===== config.mk =====
export PLATFORM = sky130hd
export DESIGN_NAME = sync_level_gain_loop
export DESIGN_NICKNAME = d
export VERILOG_FILES = /design/src/rtl/slg_pkg.sv /design/src/rtl/slg_cfg_regs.sv /design/src/rtl/slg_level_avg.sv /design/src/rtl/slg_restore_ctrl.sv /design/src/rtl/slg_gain_ctrl.sv /design/src/rtl/sync_level_gain_loop.sv
export SDC_FILE = /design/constraint.sdc
export NUM_CORES = 1
export LEC_CHECK = 0
export ABC_AREA = 0
export BUFFER_PORTS_ARGS = -buffer_cell sky130_fd_sc_hd__buf_4
export CAP_MARGIN = 10
export CORE_ASPECT_RATIO = 0.7
export CORE_MARGIN = 2
export CORE_UTILIZATION = 58
export CTS_CLUSTER_DIAMETER = 200
export CTS_CLUSTER_SIZE = 14
export DETAILED_ROUTE_END_ITERATION = 10
export GPL_ROUTABILITY_DRIVEN = 0
export PLACE_DENSITY = 0.77
export SLEW_MARGIN = 25
export SYNTH_ARGS = -nofsm -noshare
export SYNTH_HDL_FRONTEND = slang
export SYNTH_SLANG_ARGS = --single-unit
export TNS_END_PERCENT = 100

===== constraint.sdc =====
create_clock -name clk -period 4.52 [get_ports clk]
set_input_delay 1.13 -clock clk [delete_from_list [all_inputs] [get_ports clk]]
set_output_delay 1.13 -clock clk [all_outputs]
set_load 0.01 [all_outputs]

===== src/rtl/slg_pkg.sv =====
package slg_pkg;

    localparam int SAMPLE_W    = 10;
    localparam int GAIN_W      = 4;
    localparam int MAG_W       = 5;
    localparam int TIP_TARGET  = 32;
    localparam int SPAN_TARGET = 208;
    localparam int DEADBAND    = 2;
    localparam int GAIN_MAX    = (1 << GAIN_W) - 1;
    localparam int BASE_WEIGHT = 3;

    typedef enum logic [1:0] {
        RST_IDLE   = 2'd0,
        RST_SOURCE = 2'd1,
        RST_SINK   = 2'd2
    } restore_dir_e;

    typedef enum logic [1:0] {
        SPD_SLOW    = 2'd0,
        SPD_MED     = 2'd1,
        SPD_MEDFAST = 2'd2,
        SPD_FAST    = 2'd3
    } speed_e;

    typedef struct packed {
        speed_e              speed;
        logic                agc_en;
        logic [GAIN_W-1:0]   manual_gain;
    } loop_cfg_t;

    typedef struct packed {
        logic                valid;
        logic [SAMPLE_W-1:0] level;
    } level_avg_t;

    function automatic logic [MAG_W-1:0] step_weight(speed_e s);
        return MAG_W'(BASE_WEIGHT << s);
    endfunction

    function automatic restore_dir_e restore_decision(logic [SAMPLE_W-1:0] lvl);
        int v;
        v = int'(lvl);
        if (v < TIP_TARGET - DEADBAND)      return RST_SOURCE;
        else if (v > TIP_TARGET + DEADBAND) return RST_SINK;
        else                                return RST_IDLE;
    endfunction

    // +1 raise gain, -1 lower gain, 0 hold
    function automatic int gain_direction(logic [SAMPLE_W-1:0] blank_lvl,
                                          logic [SAMPLE_W-1:0] tip_lvl);
        int amp;
        amp = int'(blank_lvl) - int'(tip_lvl);
        if (amp < SPAN_TARGET - DEADBAND)      return 1;
        else if (amp > SPAN_TARGET + DEADBAND) return -1;
        else                                   return 0;
    endfunction

endpackage


===== src/rtl/slg_cfg_regs.sv =====
module slg_cfg_regs
    import slg_pkg::*;
(
    input  logic              clk,
    input  logic              rst,
    input  logic              we_i,
    input  loop_cfg_t         wdata_i,
    output loop_cfg_t         cfg_o
);

    loop_cfg_t cfg_q;

    always_ff @(posedge clk) begin
        if (rst) begin
            cfg_q.speed       <= SPD_MEDFAST;
            cfg_q.agc_en      <= 1'b1;
            cfg_q.manual_gain <= '0;
        end else if (we_i) begin
            cfg_q <= wdata_i;
        end
    end

    assign cfg_o = cfg_q;

    AST_CFG_HOLD: assert property (@(posedge clk) disable iff (rst)
        !$past(we_i) |-> cfg_q == $past(cfg_q)) else $error("cfg changed without write");

endmodule


===== src/rtl/slg_level_avg.sv =====
module slg_level_avg
    import slg_pkg::*;
#(
    parameter int AVG_LOG2 = 2
) (
    input  logic                clk,
    input  logic                rst,
    input  logic                strobe_i,
    input  logic [SAMPLE_W-1:0] sample_i,
    output level_avg_t          avg_o
);

    localparam int ACC_W = SAMPLE_W + AVG_LOG2;
    localparam logic [AVG_LOG2-1:0] LAST_IDX = {AVG_LOG2{1'b1}};

    logic [ACC_W-1:0]    acc_q;
    logic [AVG_LOG2-1:0] cnt_q;
    logic [ACC_W-1:0]    sum_w;
    level_avg_t          avg_q;

    assign sum_w = acc_q + ACC_W'(sample_i);

    always_ff @(posedge clk) begin
        if (rst) begin
            acc_q       <= '0;
            cnt_q       <= '0;
            avg_q.valid <= 1'b0;
            avg_q.level <= '0;
        end else begin
            avg_q.valid <= 1'b0;
            if (strobe_i) begin
                if (cnt_q == LAST_IDX) begin
                    avg_q.level <= sum_w[ACC_W-1:AVG_LOG2];
                    avg_q.valid <= 1'b1;
                    acc_q       <= '0;
                    cnt_q       <= '0;
                end else begin
                    acc_q <= sum_w;
                    cnt_q <= cnt_q + 1'b1;
                end
            end
        end
    end

    assign avg_o = avg_q;

    AST_AVG_IDLE_COUNT: assert property (@(posedge clk) disable iff (rst)
        !$past(strobe_i) |-> cnt_q == $past(cnt_q)) else $error("count moved without strobe");
    AST_AVG_IDLE_VALID: assert property (@(posedge clk) disable iff (rst)
        !$past(strobe_i) |-> !avg_q.valid) else $error("average without strobe");

endmodule


===== src/rtl/slg_restore_ctrl.sv =====
module slg_restore_ctrl
    import slg_pkg::*;
(
    input  logic              clk,
    input  logic              rst,
    input  level_avg_t        tip_i,
    input  speed_e            speed_i,
    output restore_dir_e      dir_o,
    output logic [MAG_W-1:0]  mag_o
);

    restore_dir_e dir_q;

    always_ff @(posedge clk) begin
        if (rst)              dir_q <= RST_IDLE;
        else if (tip_i.valid) dir_q <= restore_decision(tip_i.level);
    end

    assign dir_o = dir_q;
    assign mag_o = (dir_q == RST_IDLE) ? '0 : step_weight(speed_i);

    AST_RESTORE_SOURCE: assert property (@(posedge clk) disable iff (rst)
        ($past(tip_i.valid) && int'($past(tip_i.level)) < TIP_TARGET - DEADBAND)
        |-> dir_q == RST_SOURCE) else $error("low tip not sourced");
    AST_RESTORE_SINK: assert property (@(posedge clk) disable iff (rst)
        ($past(tip_i.valid) && int'($past(tip_i.level)) > TIP_TARGET + DEADBAND)
        |-> dir_q == RST_SINK) else $error("high tip not sunk");
    AST_RESTORE_HOLD: assert property (@(posedge clk) disable iff (rst)
        !$past(tip_i.valid) |-> dir_q == $past(dir_q)) else $error("restore moved between averages");

endmodule


===== src/rtl/slg_gain_ctrl.sv =====
module slg_gain_ctrl
    import slg_pkg::*;
(
    input  logic              clk,
    input  logic              rst,
    input  level_avg_t        tip_i,
    input  level_avg_t        blank_i,
    input  logic              line_start_i,
    input  loop_cfg_t         cfg_i,
    output logic [GAIN_W-1:0] gain_o
);

    localparam logic [GAIN_W-1:0] GMAX = GAIN_W'(GAIN_MAX);

    logic [GAIN_W-1:0] gain_q;
    logic              pending_q;
    logic              tip_seen_q;
    int                dir_w;

    assign dir_w = gain_direction(blank_i.level, tip_i.level);

    always_ff @(posedge clk) begin
        if (rst) begin
            gain_q     <= '0;
            pending_q  <= 1'b0;
            tip_seen_q <= 1'b0;
        end else begin
            tip_seen_q <= tip_seen_q | tip_i.valid;
            pending_q  <= blank_i.valid | (pending_q & ~line_start_i);
            if (!cfg_i.agc_en) begin
                gain_q <= cfg_i.manual_gain;
            end else if (line_start_i && pending_q && tip_seen_q) begin
                if (dir_w > 0 && gain_q != GMAX)
                    gain_q <= gain_q + 1'b1;
                else if (dir_w < 0 && gain_q != '0)
                    gain_q <= gain_q - 1'b1;
            end
        end
    end

    assign gain_o = gain_q;

    AST_GAIN_LINE_ONLY: assert property (@(posedge clk) disable iff (rst)
        ($past(cfg_i.agc_en) && gain_q != $past(gain_q)) |-> $past(line_start_i))
        else $error("gain moved off line marker");
    AST_GAIN_NO_WRAP: assert property (@(posedge clk) disable iff (rst)
        $past(cfg_i.agc_en) |-> !(($past(gain_q) == GMAX && gain_q == '0) ||
                                  ($past(gain_q) == '0 && gain_q == GMAX)))
        else $error("gain wrapped");
    AST_GAIN_MANUAL: assert property (@(posedge clk) disable iff (rst)
        !$past(cfg_i.agc_en) |-> gain_q == $past(cfg_i.manual_gain))
        else $error("manual gain not applied");

endmodule


===== src/rtl/sync_level_gain_loop.sv =====
module sync_level_gain_loop
    import slg_pkg::*;
#(
    parameter int AVG_LOG2 = 2
) (
    input  logic                clk,
    input  logic                rst,
    input  logic [SAMPLE_W-1:0] sample_i,
    input  logic                tip_stb_i,
    input  logic                blank_stb_i,
    input  logic                line_start_i,
    input  logic                cfg_we_i,
    input  logic [1:0]          cfg_speed_i,
    input  logic                cfg_agc_en_i,
    input  logic [GAIN_W-1:0]   cfg_manual_gain_i,
    output logic [1:0]          restore_dir_o,
    output logic [MAG_W-1:0]    restore_mag_o,
    output logic [GAIN_W-1:0]   gain_code_o
);

    localparam int N_LEVELS = 2;
    localparam int IDX_TIP   = 0;
    localparam int IDX_BLANK = 1;

    loop_cfg_t    cfg_wdata;
    loop_cfg_t    cfg;
    logic         strobe [N_LEVELS];
    level_avg_t   avg    [N_LEVELS];
    restore_dir_e dir;

    assign cfg_wdata.speed       = speed_e'(cfg_speed_i);
    assign cfg_wdata.agc_en      = cfg_agc_en_i;
    assign cfg_wdata.manual_gain = cfg_manual_gain_i;

    assign strobe[IDX_TIP]   = tip_stb_i;
    assign strobe[IDX_BLANK] = blank_stb_i;

    slg_cfg_regs u_cfg (
        .clk     (clk),
        .rst     (rst),
        .we_i    (cfg_we_i),
        .wdata_i (cfg_wdata),
        .cfg_o   (cfg)
    );

    for (genvar c = 0; c < N_LEVELS; c++) begin : g_level
        slg_level_avg #(.AVG_LOG2(AVG_LOG2)) u_avg (
            .clk      (clk),
            .rst      (rst),
            .strobe_i (strobe[c]),
            .sample_i (sample_i),
            .avg_o    (avg[c])
        );
    end

    slg_restore_ctrl u_restore (
        .clk     (clk),
        .rst     (rst),
        .tip_i   (avg[IDX_TIP]),
        .speed_i (cfg.speed),
        .dir_o   (dir),
        .mag_o   (restore_mag_o)
    );

    slg_gain_ctrl u_gain (
        .clk          (clk),
        .rst          (rst),
        .tip_i        (avg[IDX_TIP]),
        .blank_i      (avg[IDX_BLANK]),
        .line_start_i (line_start_i),
        .cfg_i        (cfg),
        .gain_o       (gain_code_o)
    );

    assign restore_dir_o = dir;

endmodule


==> results_dict.tcl <==
set metrics [dict create \
    root_buffer "clkbuf_8" \
    p_clk_share_pct 36.2 \
    postLayoutCellArea_mm2 0.00451 \
    netlist_area_mm2 0.00395 \
    p_sw_mw 0.469 \
    cts_max_path_buffers 2 \
    cp-start-kind "register" \
    max_freq_mhz 231 \
    ys.flop_type "dfxtp_1" \
    setup-violations-final 0 \
    n_antenna_cell 0 \
    synth_common_cells "dfxtp_1, nor2_1, nand2_1" \
    worstMarginPinSlew_ps 802 \
    drtIter0Drc 228 \
    yosys.area.top_type "dfxtp_1" \
    clk_latency_ps 350 \
    hpwl_mm 6.68 \
    cts_sinks 65 \
    regArea_mm2 0.00130 \
    ctsHoldBuffers 0 \
    crit_chain "ha_1 > inv_1 > fa_1 > a211oi_4 > o21bai_1 > or4b_1 > a2bb2oi_1 > a32oi_1 > a21oi_1 > nand2_1 > ha_1 > a21o_1 > a21oi_2 > nand2_1 > a2111oi_4 > a31oi_1 > xor2_1 > a211oi_2" \
    die_x_um 103 \
    hold_path_class "reg -> reg" \
    r2r_cells 18 \
    whs_path_depth 2 \
    row_count 25 \
    netSwitchingFraction_pct 30.2 \
    synth.most_common_cell "dfxtp_1" \
    port-buffer-count 33 \
    clkTransAtPathRegs_ps 80 \
    synthesis.nets 545 \
    worst_ep_required_time_ps 4780 \
    grt_overflow_total 0 \
    crit_fanout 4 \
    detail-route-antenna-nets 0 \
    path_depth 18 \
    critPathCaptureType "register" \
    cp_data_arrival_time_ps 4600 \
    routed_wl_mm 8.96 \
    core_mm2 0.00666 \
    num_vias 3523 \
    relSlewSlack_pct 46.0 \
    h-tree-depth 3 \
    syn2layout_area_growth_pct 14.2 \
    grt_max_degree 61 \
    crit_family "compound AO/OA/AOI/OAI gates" \
    synth_seq_area_share_pct 33.0 \
    grt_pass1_wl_mm 15.0 \
    worst-path-buf-inv 1 \
    ios 34 \
    status "finished clean" \
    finalMaxSlewViolations 0 \
    final_hold_viol_count 0 \
    final_nets 576 \
    pwr-share-comb_pct 23.1 \
    final_core_util_pct 67.7 \
    postSynthAreaPerCell_um2 8.21 \
    antenna_found_initial 0 \
    ys_ff_latch 65 \
    floorplan.die_area_mm2 0.00749 \
    skew_ps 13.6 \
    synthCells 481 \
    grt_pass1_vias 3204 \
    ir_drop_uv 222 \
    worstSetupPathType "reg -> reg" \
    setup_tns_ps 0 \
    placed_area_mm2 0.00426 \
    cts_made_buffers 9 \
    synthDistinctLibCells 53 \
    slowest_delay_ps 500 \
    powerDensity_mw_per_mm2 344 \
    die_h_um 73.0 \
    ys.warnings.count 0 \
    route.detailed.drc 0 \
    start_util_pct 59.3 \
    ys_async_sr_fraction_pct 0 \
    drt-vias-per-instance 5.77 \
    layout-drive-gt1-share_pct 12.4 \
    rsz0062_at_grt "false" \
    synth-edff-count 0 \
    intPower_mw 1.08 \
    drv_cap 0 \
    first_pass_iters 7 \
    fillers 535 \
    seq_power_share_pct 40.7 \
    synth.area.top_cells "dfxtp_1, ha_1, nor2_1" \
    finalCritPeriodShare_pct 95.9 \
    track_usage_pct 25.7 \
    period_needed_ps 4330 \
    synth_top_area_share_pct 33.0 \
    cp_slowest_cell "or4b_1" \
    cts_tree "yes" \
    leakage_nw 1.91 \
    wl_per_cell_um 14.7 \
    multi_input_area_mm2 0.00249 \
]
## cells in the final DEF, fill, tap and decap left out, types with 5 or more instances in the layout
master and instances:
a211oi_1 5, a21o_1 9, a21oi_1 40, a22oi_1 17, a31oi_1 7, and2_1 5, buf_4 35, clkbuf_8 9
dfxtp_1 65, ha_1 37, inv_1 29, mux2i_1 7, nand2_1 51, nand4_1 5, nor2_1 61, nor2b_1 12
nor3_1 10, o21ai_0 15, or2_2 5, xnor2_1 11, xor2_1 13
## repair_timing
item	in CTS	in global routing
gates resized for setup	0	2
setup endpoints to repair	0	1
setup buffers	0	2
## cells by family (layout without fill, tap and decap cells)
| logic type | Yosys count | count (layout) | share of synthesized area (%) |
|---|---|---|---|
| buf+inv | 45 | 81 | 4.28 |
| simple gates | 172 | 172 | 20.2 |
| compound gates | 127 | 127 | 21.8 |
| flops | 65 | 65 | 33.0 |
| fa+ha+maj | 41 | 41 | 13.8 |
| mux | 7 | 7 | 1.77 |
| xor+xnor | 24 | 24 | 5.32 |
## area by class of cell
class                      instances  area share (%)
tap                               94            2.61
clock inverter                     7            2.22
sequential                        65            28.9
multi-input combinational        371            55.2
timing repair buffer              35            5.83
inverter                          30            2.50
clock buffer                       9            2.75
## metal layers
metal | up-vias | global-route usage, % | share of wire [%]
met5 | - | 0 | 0
met4 | 0 | 4.30 | 0.76
met3 | 15 | 7.57 | 5.9
met2 | 98 | 37.6 | 43
met1 | 1647 | 38.0 | 50
li1 | 1763 | - | -
## final timing paths
kind                                                       to  slack [ps]                              startpoint
worst min-delay path              u_gain.pending_q$_SDFF_PP0_         460   g_level[1].u_avg.avg_o[10]$_SDFF_PP0_
worst max-delay path            u_gain.gain_o[3]$_SDFFE_PP0P_         190  g_level[0].u_avg.avg_o[0]$_SDFFE_PP0P_
worst max register to register  u_gain.gain_o[3]$_SDFFE_PP0P_         190  g_level[0].u_avg.avg_o[0]$_SDFFE_PP0P_
worst min register to register    u_gain.pending_q$_SDFF_PP0_         460   g_level[1].u_avg.avg_o[10]$_SDFF_PP0_
## worst reg2reg max path: stages, from the launching register on
cell and delay [ps]:
dfxtp_1 380, ha_1 160, inv_1 50, fa_1 440, a211oi_4 320, o21bai_1 150, or4b_1 500, a2bb2oi_1 170
a32oi_1 250, a21oi_1 150, nand2_1 140, ha_1 250, a21o_1 200, a21oi_2 170, nand2_1 120, a2111oi_4 330
a31oi_1 100, xor2_1 180, a211oi_2 210
## sequential cells by signal (all words and copies together), names as in the netlist
register	count
u_restore.dir_o	2
u_gain.tip_seen_q	1
g_level.u_avg.cnt_q	4
u_gain.pending_q	1
u_gain.gain_o	4
g_level.u_avg.acc_q	24
g_level.u_avg.avg_o	22
u_cfg.cfg_o	7
## per-stage QoR
| stage | hold WS [ps] | setup WS (ps) | instances | total power, mW |
|---|---|---|---|---|
| 2_1_floorplan | 413 | 722 | 481 | 0.901 |
| 3_3_place_gp | 435 | 542 | 593 | 0.974 |
| 3_5_place_dp | 436 | 314 | 593 | 0.986 |
| 4_1_cts | 459 | 251 | 609 | 1.55 |
| 5_1_grt | 478 | 8.57 | 611 | 1.63 |
| 6_report | 459 | 185 | 611 | 1.55 |
## power by group through the flow
stage	Sequential, mW	Clock [mW]	Combinational [mW]
after CTS	0.631	0.573	0.345
after global routing	0.636	0.598	0.399
after detailed placement	0.645	0	0.341
after floorplan	0.639	0	0.261
after global placement	0.643	0	0.331
final	0.632	0.562	0.359
Note: power is estimated with default switching activity, not from simulation.
